<file path="config.mk">
export PLATFORM = sky130hd
export DESIGN_NAME = pci_tgt_phase_dec
export DESIGN_NICKNAME = d
export VERILOG_FILES = /design/src/rtl/pcit_pkg.sv /design/src/rtl/pcit_cmd_decode.sv /design/src/rtl/pcit_phase_fsm.sv /design/src/rtl/pcit_beat_out.sv /design/src/rtl/pci_tgt_phase_dec.sv
export SDC_FILE = /design/constraint.sdc
export NUM_CORES = 1
export LEC_CHECK = 0
export ABC_CLOCK_PERIOD_IN_PS = 2200
export BUFFER_PORTS_ARGS = -buffer_cell sky130_fd_sc_hd__buf_2
export CORE_MARGIN = 1.5
export CORE_UTILIZATION = 53
export CTS_CLUSTER_SIZE = 12
export DETAILED_ROUTE_END_ITERATION = 16
export GPL_TIMING_DRIVEN = 0
export PLACE_DENSITY = 0.8
export SETUP_SLACK_MARGIN = 0.5
export SYNTH_ARGS = -nofsm -noshare
export SYNTH_HDL_FRONTEND = slang
export SYNTH_SLANG_ARGS = --single-unit
</file>
<file path="constraint.sdc">
create_clock -name clk -period 2.2 [get_ports clk]
set_input_delay 0.22 -clock clk [delete_from_list [all_inputs] [get_ports clk]]
set_output_delay 0.22 -clock clk [all_outputs]
set_load 0.1 [all_outputs]
</file>
<file path="src/rtl/pcit_pkg.sv">
package pcit_pkg;

  typedef enum logic [2:0] {
    CLS_OTHER  = 3'd0,
    CLS_MEM_RD = 3'd1,
    CLS_MEM_WR = 3'd2,
    CLS_CFG_RD = 3'd3,
    CLS_CFG_WR = 3'd4
  } cmd_class_e;

  localparam int unsigned CMD_W = 4;

  typedef enum logic {
    PH_IDLE = 1'b0,
    PH_DATA = 1'b1
  } phase_e;

endpackage

</file>
<file path="src/rtl/pcit_cmd_decode.sv">
module pcit_cmd_decode
  import pcit_pkg::*;
(
  input  logic [CMD_W-1:0] cmd,
  output cmd_class_e       cls
);

  always_comb begin
    unique case (cmd)
      4'b0110, 4'b1100, 4'b1110: cls = CLS_MEM_RD;
      4'b0111, 4'b1111:          cls = CLS_MEM_WR;
      4'b1010:                   cls = CLS_CFG_RD;
      4'b1011:                   cls = CLS_CFG_WR;
      default:                   cls = CLS_OTHER;
    endcase
  end

endmodule

</file>
<file path="src/rtl/pcit_phase_fsm.sv">
module pcit_phase_fsm
  import pcit_pkg::*;
(
  input  logic clk,
  input  logic rst_n,
  input  logic frame_n,
  input  logic irdy_n,
  input  logic trdy_n,
  output logic addr_phase,
  output logic beat_done,
  output logic beat_final,
  output logic busy
);

  phase_e state_q, state_d;
  logic   abort;

  assign addr_phase = (state_q == PH_IDLE) && !frame_n;
  assign beat_done  = (state_q == PH_DATA) && !irdy_n && !trdy_n;
  assign beat_final = beat_done && frame_n;
  assign abort      = (state_q == PH_DATA) && frame_n && irdy_n;

  always_comb begin
    state_d = state_q;
    unique case (state_q)
      PH_IDLE: if (addr_phase) state_d = PH_DATA;
      PH_DATA: if (beat_final || abort) state_d = PH_IDLE;
      default: state_d = PH_IDLE;
    endcase
  end

  always_ff @(posedge clk or negedge rst_n) begin
    if (!rst_n) state_q <= PH_IDLE;
    else        state_q <= state_d;
  end

  assign busy = (state_q == PH_DATA);

  AST_ABORT_IDLES: assert property (@(posedge clk) disable iff (!rst_n)
    abort |=> !busy);

endmodule

</file>
<file path="src/rtl/pcit_beat_out.sv">
module pcit_beat_out
  import pcit_pkg::*;
#(
  parameter int unsigned AD_W = 32
) (
  input  logic              clk,
  input  logic              rst_n,
  input  logic              addr_phase,
  input  logic              beat_done,
  input  logic              beat_final,
  input  logic [AD_W-1:0]   ad,
  input  logic [AD_W/8-1:0] be_n,
  input  cmd_class_e        cls,
  output logic              txn_start,
  output logic [AD_W-1:0]   txn_addr,
  output cmd_class_e        txn_class,
  output logic              beat_accept,
  output logic              beat_discard,
  output logic [AD_W-1:0]   beat_addr,
  output logic [AD_W-1:0]   beat_data,
  output logic              beat_last
);

  localparam int unsigned BE_W = AD_W / 8;
  localparam logic [AD_W-1:0] STEP = AD_W'(BE_W);

  logic [AD_W-1:0] cur_addr;
  logic            all_lanes;

  assign all_lanes = (be_n == '0);

  always_ff @(posedge clk or negedge rst_n) begin
    if (!rst_n) begin
      cur_addr  <= '0;
      txn_start <= 1'b0;
      txn_addr  <= '0;
      txn_class <= CLS_OTHER;
    end else begin
      txn_start <= addr_phase;
      if (addr_phase) begin
        cur_addr  <= ad;
        txn_addr  <= ad;
        txn_class <= cls;
      end else if (beat_done) begin
        cur_addr <= cur_addr + STEP;
      end
    end
  end

  always_ff @(posedge clk or negedge rst_n) begin
    if (!rst_n) begin
      beat_accept  <= 1'b0;
      beat_discard <= 1'b0;
      beat_last    <= 1'b0;
      beat_addr    <= '0;
      beat_data    <= '0;
    end else begin
      beat_accept  <= beat_done && all_lanes;
      beat_discard <= beat_done && !all_lanes;
      beat_last    <= beat_final;
      if (beat_done) begin
        beat_addr <= cur_addr;
        beat_data <= ad;
      end
    end
  end

  AST_ONE_STROBE: assert property (@(posedge clk) disable iff (!rst_n)
    !(beat_accept && beat_discard));
  AST_ACCEPT_FULL_BE: assert property (@(posedge clk) disable iff (!rst_n)
    beat_accept |-> $past(be_n) == '0);
  AST_ADDR_STEP: assert property (@(posedge clk) disable iff (!rst_n)
    ((beat_accept || beat_discard) && $past(beat_accept || beat_discard) && !$past(beat_last))
      |-> beat_addr == $past(beat_addr) + STEP);
  AST_START_PULSE: assert property (@(posedge clk) disable iff (!rst_n)
    txn_start |=> !txn_start);

endmodule

</file>
<file path="src/rtl/pci_tgt_phase_dec.sv">
module pci_tgt_phase_dec
  import pcit_pkg::*;
#(
  parameter int unsigned AD_W = 32
) (
  input  logic              clk,
  input  logic              rst_n,
  input  logic              frame_n,
  input  logic              irdy_n,
  input  logic              trdy_n,
  input  logic [AD_W-1:0]   ad,
  input  logic [AD_W/8-1:0] cbe_n,
  output logic              busy,
  output logic              txn_start,
  output logic [AD_W-1:0]   txn_addr,
  output logic [2:0]        txn_class,
  output logic              beat_accept,
  output logic              beat_discard,
  output logic [AD_W-1:0]   beat_addr,
  output logic [AD_W-1:0]   beat_data,
  output logic              beat_last
);

  localparam int unsigned BE_W = AD_W / 8;

  logic       addr_phase, beat_done, beat_final;
  cmd_class_e cls, cls_q;

  pcit_phase_fsm u_fsm (
    .clk        (clk),
    .rst_n      (rst_n),
    .frame_n    (frame_n),
    .irdy_n     (irdy_n),
    .trdy_n     (trdy_n),
    .addr_phase (addr_phase),
    .beat_done  (beat_done),
    .beat_final (beat_final),
    .busy       (busy)
  );

  pcit_cmd_decode u_dec (
    .cmd (cbe_n[CMD_W-1:0]),
    .cls (cls)
  );

  pcit_beat_out #(.AD_W(AD_W)) u_out (
    .clk          (clk),
    .rst_n        (rst_n),
    .addr_phase   (addr_phase),
    .beat_done    (beat_done),
    .beat_final   (beat_final),
    .ad           (ad),
    .be_n         (cbe_n[BE_W-1:0]),
    .cls          (cls),
    .txn_start    (txn_start),
    .txn_addr     (txn_addr),
    .txn_class    (cls_q),
    .beat_accept  (beat_accept),
    .beat_discard (beat_discard),
    .beat_addr    (beat_addr),
    .beat_data    (beat_data),
    .beat_last    (beat_last)
  );

  assign txn_class = cls_q;

  AST_START_FROM_IDLE: assert property (@(posedge clk) disable iff (!rst_n)
    txn_start |-> (busy && !$past(busy)));
  AST_CLASS_LEGAL: assert property (@(posedge clk) disable iff (!rst_n)
    txn_start |-> txn_class <= 3'd4);
  AST_BEAT_WHILE_BUSY: assert property (@(posedge clk) disable iff (!rst_n)
    (beat_accept || beat_discard) |-> $past(busy));
  AST_LAST_IDLES: assert property (@(posedge clk) disable iff (!rst_n)
    beat_last |-> !busy);
  AST_CLASS_HELD: assert property (@(posedge clk) disable iff (!rst_n)
    !txn_start |-> $stable(txn_class));

endmodule

</file>
==> summary.txt, run 1 <==
Ports: 145
Antenna Violating Nets Remaining: 0
Slew headroom: 57.38%
total grt overflow: 0
Top FF cell, synth: dfrtp_1
DR vias/cell: 5.764
leak pwr: 4.341 nW
layout cells sized above 1: 31.32%
first-pass GRT wire length: 27.20 mm
Root Driver: clkbuf_8
Synth Net Count: 674
die width: 106.9 um
full die area: 11420 um2
pre-CTS setup slack: 0.1425 ns
core area: 10420 um2
most common cell after layout, fill and taps aside: nand2_1
vias in the first global route: 5607
DP Area: 6686 um2
Setup crit end kind: flip-flop
PwrDens: 1216 nW/um2
max-slew violation count: 0
cell count after synthesis: 632
Avg WL per Cell: 18.60 um
HP Start: cbe_n[2]
total wire length: 18.86 mm
CTS H-tree lvls: 4
GPL Wtd Cong: 0.8689
initial core utilization: 54.88%
Num CTS Buffers: 17
critical path cell sequence: ha_4 > nand4_1 > buf_4 > nor3_4 > buf_4 > nand3_2 > mux2_4 > nand2_1
GRT Resource Usage Total: 31.32%
Synth async-reset ratio: 100.0%
unrepaired setup endpoints after global routing: yes
die height: 106.9 um
Max Cap Violations: 0
TritonRoute pass-1 iters: 5
drc violations: 0
Syn-to-layout area delta: 42.26%
Final setup viols: 0
Yosys reg bits: 136
reg2reg start: u_out.cur_addr[3]$_DFFE_PN0P_
port buffer count: 144
Worst EP required: 2.67 ns
DR iter-0 viols: 639
fillers: 619
CP delay by family, top: simple AND/OR/NAND/NOR gates
Hold Fails Final Rpt: 0
worst path arrival time: 2.36 ns
crit-path max FO: 4
Synth Cell Area: 5717 um2
startpoint types: flip-flop
Crit path largest cell delay: 0.42 ns
CTS sink count: 136
CTS tree: built
minimum clock period: 1.889 ns
post-DP HPWL: 10.93 mm
Clock Pin Slew Worst Setup and Hold Paths: 0.06 ns
Netlist cell types: 40
Critical path buffers and inverters: 2
FP Rows: 37
skew final: 0.008838 ns
HP Class: in2reg
CP Launch Point: u_out.cur_addr[3]$_DFFE_PN0P_
slowest cell on the critical path: dfrtp_2
cell mode on critical path: buf_4
design area: 8133 um2
sequential share of the synthesized area: 59.53%
final worst slack: 0.3108 ns
commonest cells after routing, fill and taps aside: nand2_1 (310), buf_2 (153), dfrtp_1 (127)
WHS: 0.06195 ns
Synthesis Warnings: 0
Tcrit/Tclk final: 85.87%
Crit Path Class: reg2reg
clk_lat worst skew: 0.54 ns
vias after detailed routing: 5845
clock tree buffer depth: 2
EDFF count, synth: 0
Max VDD drop: 0.7508 mV
mean post-synth cell area: 9.045 um2
Fmax: 0.5293 GHz
worst-margin pin slew: 0.6393 ns
initial antenna violation count: 0
# nets final: 907
pin count of the biggest net entering global routing: 80
antenna cells: 0
run status: finished, final reports clean
[synthesized netlist by cell type, types with 2 or more instances]
master      n  share of area, %
a21o_1      2              0.26
a21oi_1     6              0.53
a31oi_1     6              0.66
a41oi_1     2              0.31
and2_1      5              0.55
buf_2      14               1.2
buf_6       2              0.39
clkbuf_1   18               1.2
dfrtp_1   136                60
inv_1       2              0.13
mux2i_1     3              0.53
nand2_1   312                20
nand2b_1    2              0.22
nand3_1    24               2.1
nand3_2     3              0.53
nand3b_1    2              0.26
nand4_1     8              0.88
nor2_1     19               1.2
nor3_1      4              0.35
nor3_4      3              0.85
nor3b_1     2              0.26
o211ai_1    9               1.2
o21ai_0    20               1.8
o311ai_0    6              0.92
o311ai_1    5              0.77
or4_1       3              0.39
[report_power, final]
group / switching [mW] / leakage [nW] / internal [mW]
Combinational: 3.12 / 2.35 / 0.637
Clock: 1.09 / 0.287 / 1.78
Sequential: 0.337 / 1.70 / 2.93
[logic make-up after synthesis]
logic type | Yosys count | share of synthesized area, %
buffers and inverters | 36 | 2.933
and+or+nand+nor | 394 | 29.35
DFF | 136 | 59.53
xor gates and xnor gates | 1 | 0.1532
muxes | 4 | 0.7879
adders and majority gates | 2 | 0.3939
AOI/OAI and AO/OA | 59 | 6.851
[area by class of cell]
class | count | area (um2) | share of cell area, %
inverter | 2 | 12.51 | 0.1538
buffer | 34 | 267.8 | 3.292
clock buffer | 20 | 445.4 | 5.477
timing repair buffer | 214 | 1385 | 17.03
tap | 136 | 170.2 | 2.092
sequential | 136 | 3417 | 42.02
clock inverter | 12 | 150.1 | 1.846
multi-input combinational | 460 | 2285 | 28.09
[what timing repair did]
action,in CTS,in global routing
hold endpoints to repair,157,0
setup buffers,10,19
pin swaps,8,12
setup endpoints to repair,119,104
hold buffers,39,0
resized for setup,27,59
gates cloned,0,1
[sequential cells by signal, summed over array words and instances (netlist names), 3 cells and up]
signal and cells:
u_out.txn_addr 32, u_out.cur_addr 32, u_out.beat_data 32, u_out.beat_addr 32
u_out.txn_class 3
[metrics by stage]
stage / std cells / power (mW) / TNS, ns / util [%]
finish: 1014 / 9.892 / 0 / 78.08
global route: 1014 / 10.17 / 0 / 78.08
CTS: 994 / 9.717 / 0 / 75.22
detailed placement: 913 / 6.776 / 0 / 64.19
global placement: 912 / 6.702 / -116.19 / 63.87
floorplan: 632 / 6.100 / 0 / -
[metal layers]
metal / GRT usage (%) / vias to the layer above / wire length [um]
li1: - / 2548 / -
met1: 39.35 / 2771 / 7089
met2: 50.09 / 443 / 8985
met3: 8.693 / 83 / 2039
met4: 15.52 / 0 / 745
met5: 0 / - / 0
[worst paths after layout]
kind                       cells after the start                         endpoint  slack, ns
min in group asynchronous                      2   u_out.beat_data[9]$_DFFE_PN0P_       0.20
max                                            8   u_out.cur_addr[12]$_DFFE_PN0P_       0.31
min                                            3     u_out.beat_discard$_DFF_PN0_       0.06
max reg2reg                                    8   u_out.cur_addr[12]$_DFFE_PN0P_       0.31
max in group asynchronous                      3  u_out.beat_addr[27]$_DFFE_PN0P_       1.24
min reg2reg                                    2  u_out.beat_data[11]$_DFFE_PN0P_       0.47
[worst register-to-register path, cell delays in order (launching register included)]
cell and delay, ns:
dfrtp_2 0.42, ha_4 0.17, nand4_1 0.24, buf_4 0.24
nor3_4 0.14, buf_4 0.16, nand3_2 0.09, mux2_4 0.30
nand2_1 0.07
Note: power is estimated with default switching activity, not from simulation.
==> run 2: changes to the inputs <==
--- a/config.mk
+++ b/config.mk
@@ -12,6 +12,7 @@
 export CTS_CLUSTER_SIZE = 12
 export DETAILED_ROUTE_END_ITERATION = 16
 export GPL_TIMING_DRIVEN = 0
+export MAX_ROUTING_LAYER = met4
 export PLACE_DENSITY = 0.8
 export SETUP_SLACK_MARGIN = 0.5
 export SYNTH_ARGS = -nofsm -noshare
==> run 2 against run 1 <==
Total power barely moved; fmax rose by 2.5%; core utilization fell by 0.072 points; critical endpoint unchanged; sequential cell count did not move; via count rose by 1.1%; combinational power barely moved.
==> summary.txt, run 2 (synthesis gave the netlist of run 1 again) <==
Tcrit/Tclk final: 83.81% (was 85.87%)
worst-margin pin slew: 0.6603 ns (was 0.6393 ns)
worst path arrival time: 2.31 ns (was 2.36 ns)
design area: 8125 um2 (was 8133 um2)
clock tree buffer depth: 2 (unchanged)
die width: 106.9 um (unchanged)
crit-path max FO: 3 (was 4)
FF-to-FF path depth: 8 (unchanged)
startpoint types: flip-flop (unchanged)
TritonRoute pass-1 iters: 5 (unchanged)
GPL Wtd Cong: 0.8831 (was 0.8689)
Crit path largest cell delay: 0.42 ns (about the same)
port buffer count: 144 (unchanged)
vias in the first global route: 5608 (was 5607)
HP Class: in2reg (unchanged)
Slew headroom: 55.98% (was 57.38%)
layout cells sized above 1: 31.21% (was 31.32%)
total wire length: 18.88 mm (was 18.86 mm)
max-slew violation count: 0 (unchanged)
Syn-to-layout area delta: 42.13% (was 42.26%)
die height: 106.9 um (unchanged)
vias after detailed routing: 5907 (was 5845)
pin count of the biggest net entering global routing: 80 (unchanged)
unrepaired setup endpoints after global routing: yes (unchanged)
Root Driver: clkbuf_8 (unchanged)
Num CTS Buffers: 17 (unchanged)
PwrDens: 1217 nW/um2 (was 1216 nW/um2)
slowest cell on the critical path: dfrtp_2 (unchanged)
initial antenna violation count: 0 (unchanged)
# nets final: 907 (unchanged)
DP Area: 6686 um2 (unchanged)
reg2reg start: u_out.cur_addr[2]$_DFFE_PN0P_ (was u_out.cur_addr[3]$_DFFE_PN0P_)
minimum clock period: 1.844 ns (was 1.889 ns)
Reg2Reg Setup Slack: 0.36 ns (was 0.31 ns)
skew final: 0.007692 ns (was 0.008838 ns)
final non-filler cell total: 1014 (unchanged)
core area: 10420 um2 (unchanged)
FP Rows: 37 (unchanged)
Ports: 145 (unchanged)
most common cell after layout, fill and taps aside: nand2_1 (unchanged)
critical path cell sequence: ha_4 > nand4_1 > buf_4 > nor3_4 > buf_4 > nand3_2 > mux2_4 > nand2_1 (unchanged)
Fmax: 0.5423 GHz (was 0.5293 GHz)
CTS sink count: 136 (unchanged)
Worst EP required: 2.67 ns (about the same)
Final setup viols: 0 (unchanged)
full die area: 11420 um2 (unchanged)
placed insts: 913 (unchanged)
post-DP HPWL: 10.93 mm (unchanged)
leak pwr: 4.338 nW (was 4.341 nW)
Clock Pin Slew Worst Setup and Hold Paths: 0.06 ns (about the same)
Max Cap Violations: 0 (unchanged)
Setup crit end kind: flip-flop (unchanged)
setup tns final: 0 ns (unchanged)
worst hold stages: 3 (unchanged)
Max VDD drop: 0.7309 mV (was 0.7508 mV)
CP Launch Point: u_out.cur_addr[2]$_DFFE_PN0P_ (was u_out.cur_addr[3]$_DFFE_PN0P_)
CTS tree: built (unchanged)
HP Start: cbe_n[2] (unchanged)
DR vias/cell: 5.825 (was 5.764)
Hold Fails Final Rpt: 0 (unchanged)
Avg WL per Cell: 18.62 um (was 18.60 um)
Crit Path Class: reg2reg (unchanged)
clk_lat worst skew: 0.53 ns (was 0.54 ns)
Pwr Total: 9.888 mW (was 9.892 mW)
GRT Resource Usage Total: 32.21% (was 31.32%)
commonest cells after routing, fill and taps aside: nand2_1 (310), buf_2 (153), dfrtp_1 (127) (unchanged)
Antenna Violating Nets Remaining: 0 (unchanged)
run status: finished, final reports clean (unchanged)
total grt overflow: 0 (unchanged)
DR iter-0 viols: 720 (was 639)
drc violations: 0 (unchanged)
WHS: 0.07890 ns (was 0.06195 ns)
initial core utilization: 54.88% (unchanged)
cell mode on critical path: buf_4 (unchanged)
CTS H-tree lvls: 4 (unchanged)
first-pass GRT wire length: 27.17 mm (was 27.20 mm)
antenna cells: 0 (unchanged)
==> run 2: cell type report <==
class	count	area (um2)
Tap cell	136	170.2
Buffer	34	267.8
Clock buffer	20	445.4
Fill cell	616	2291
Clock inverter	12	150.1
Sequential cell	136	3417
Multi-Input combinational cell	460	2277
Inverter	2	12.51
Timing Repair Buffer	214	1385
==> run 2: critical path, delay by kind of cell (launching register included) <==
family                     cells  cell delay, ns
muxes                          1            0.31
adders and majority gates      1            0.16
buffers and inverters          2            0.39
and+or+nand+nor                4            0.50
DFF                            1            0.42
==> run 2: routing by layer <==
layer | wire, um | global-route usage (%) | vias up
li1 | - | - | 2551
met1 | 7287 | 40.09 | 2849
met2 | 9156 | 50.14 | 429
met3 | 1728 | 7.477 | 78
met4 | 706 | 15.52 | 0
met5 | 0 | - | -
==> run 2: what timing repair did <==
item,CTS,global route
setup endpoints to repair,119,104
resized for setup,27,58
endpoints found under the hold margin,157,0
hold buffers,39,0
pin swaps,8,10
buffers inserted,10,19
gates cloned,0,1
==> run 2: path summary, 6_finish.rpt <==
| check | endpoint |
|---|---|
| min in group asynchronous | u_out.beat_data[9]$_DFFE_PN0P_ |
| worst max-delay path | u_out.cur_addr[12]$_DFFE_PN0P_ |
| max in group asynchronous | u_out.cur_addr[30]$_DFFE_PN0P_ |
| worst min register to register | u_out.beat_data[11]$_DFFE_PN0P_ |
| worst max register to register | u_out.cur_addr[12]$_DFFE_PN0P_ |
| worst min-delay path | u_out.beat_discard$_DFF_PN0_ |
==> run 2: power by group <==
part | switching, mW | total, mW | internal [mW] | leakage (nW)
Sequential | 0.337 | 3.27 | 2.93 | 1.70
Clock | 1.08 | 2.86 | 1.78 | 0.287
Combinational | 3.12 | 3.76 | 0.635 | 2.35
Total | 4.54 | 9.89 | 5.34 | 4.34
==> run 2: per-stage QoR <==
stage	utilization (%)	setup WS (ns)
2_1_floorplan	-	0.4168
3_3_place_gp	63.87	-1.285
3_5_place_dp	64.19	0.1425
4_1_cts	75.22	0.3990
5_1_grt	78.01	0.2697
6_report	78.01	0.3561
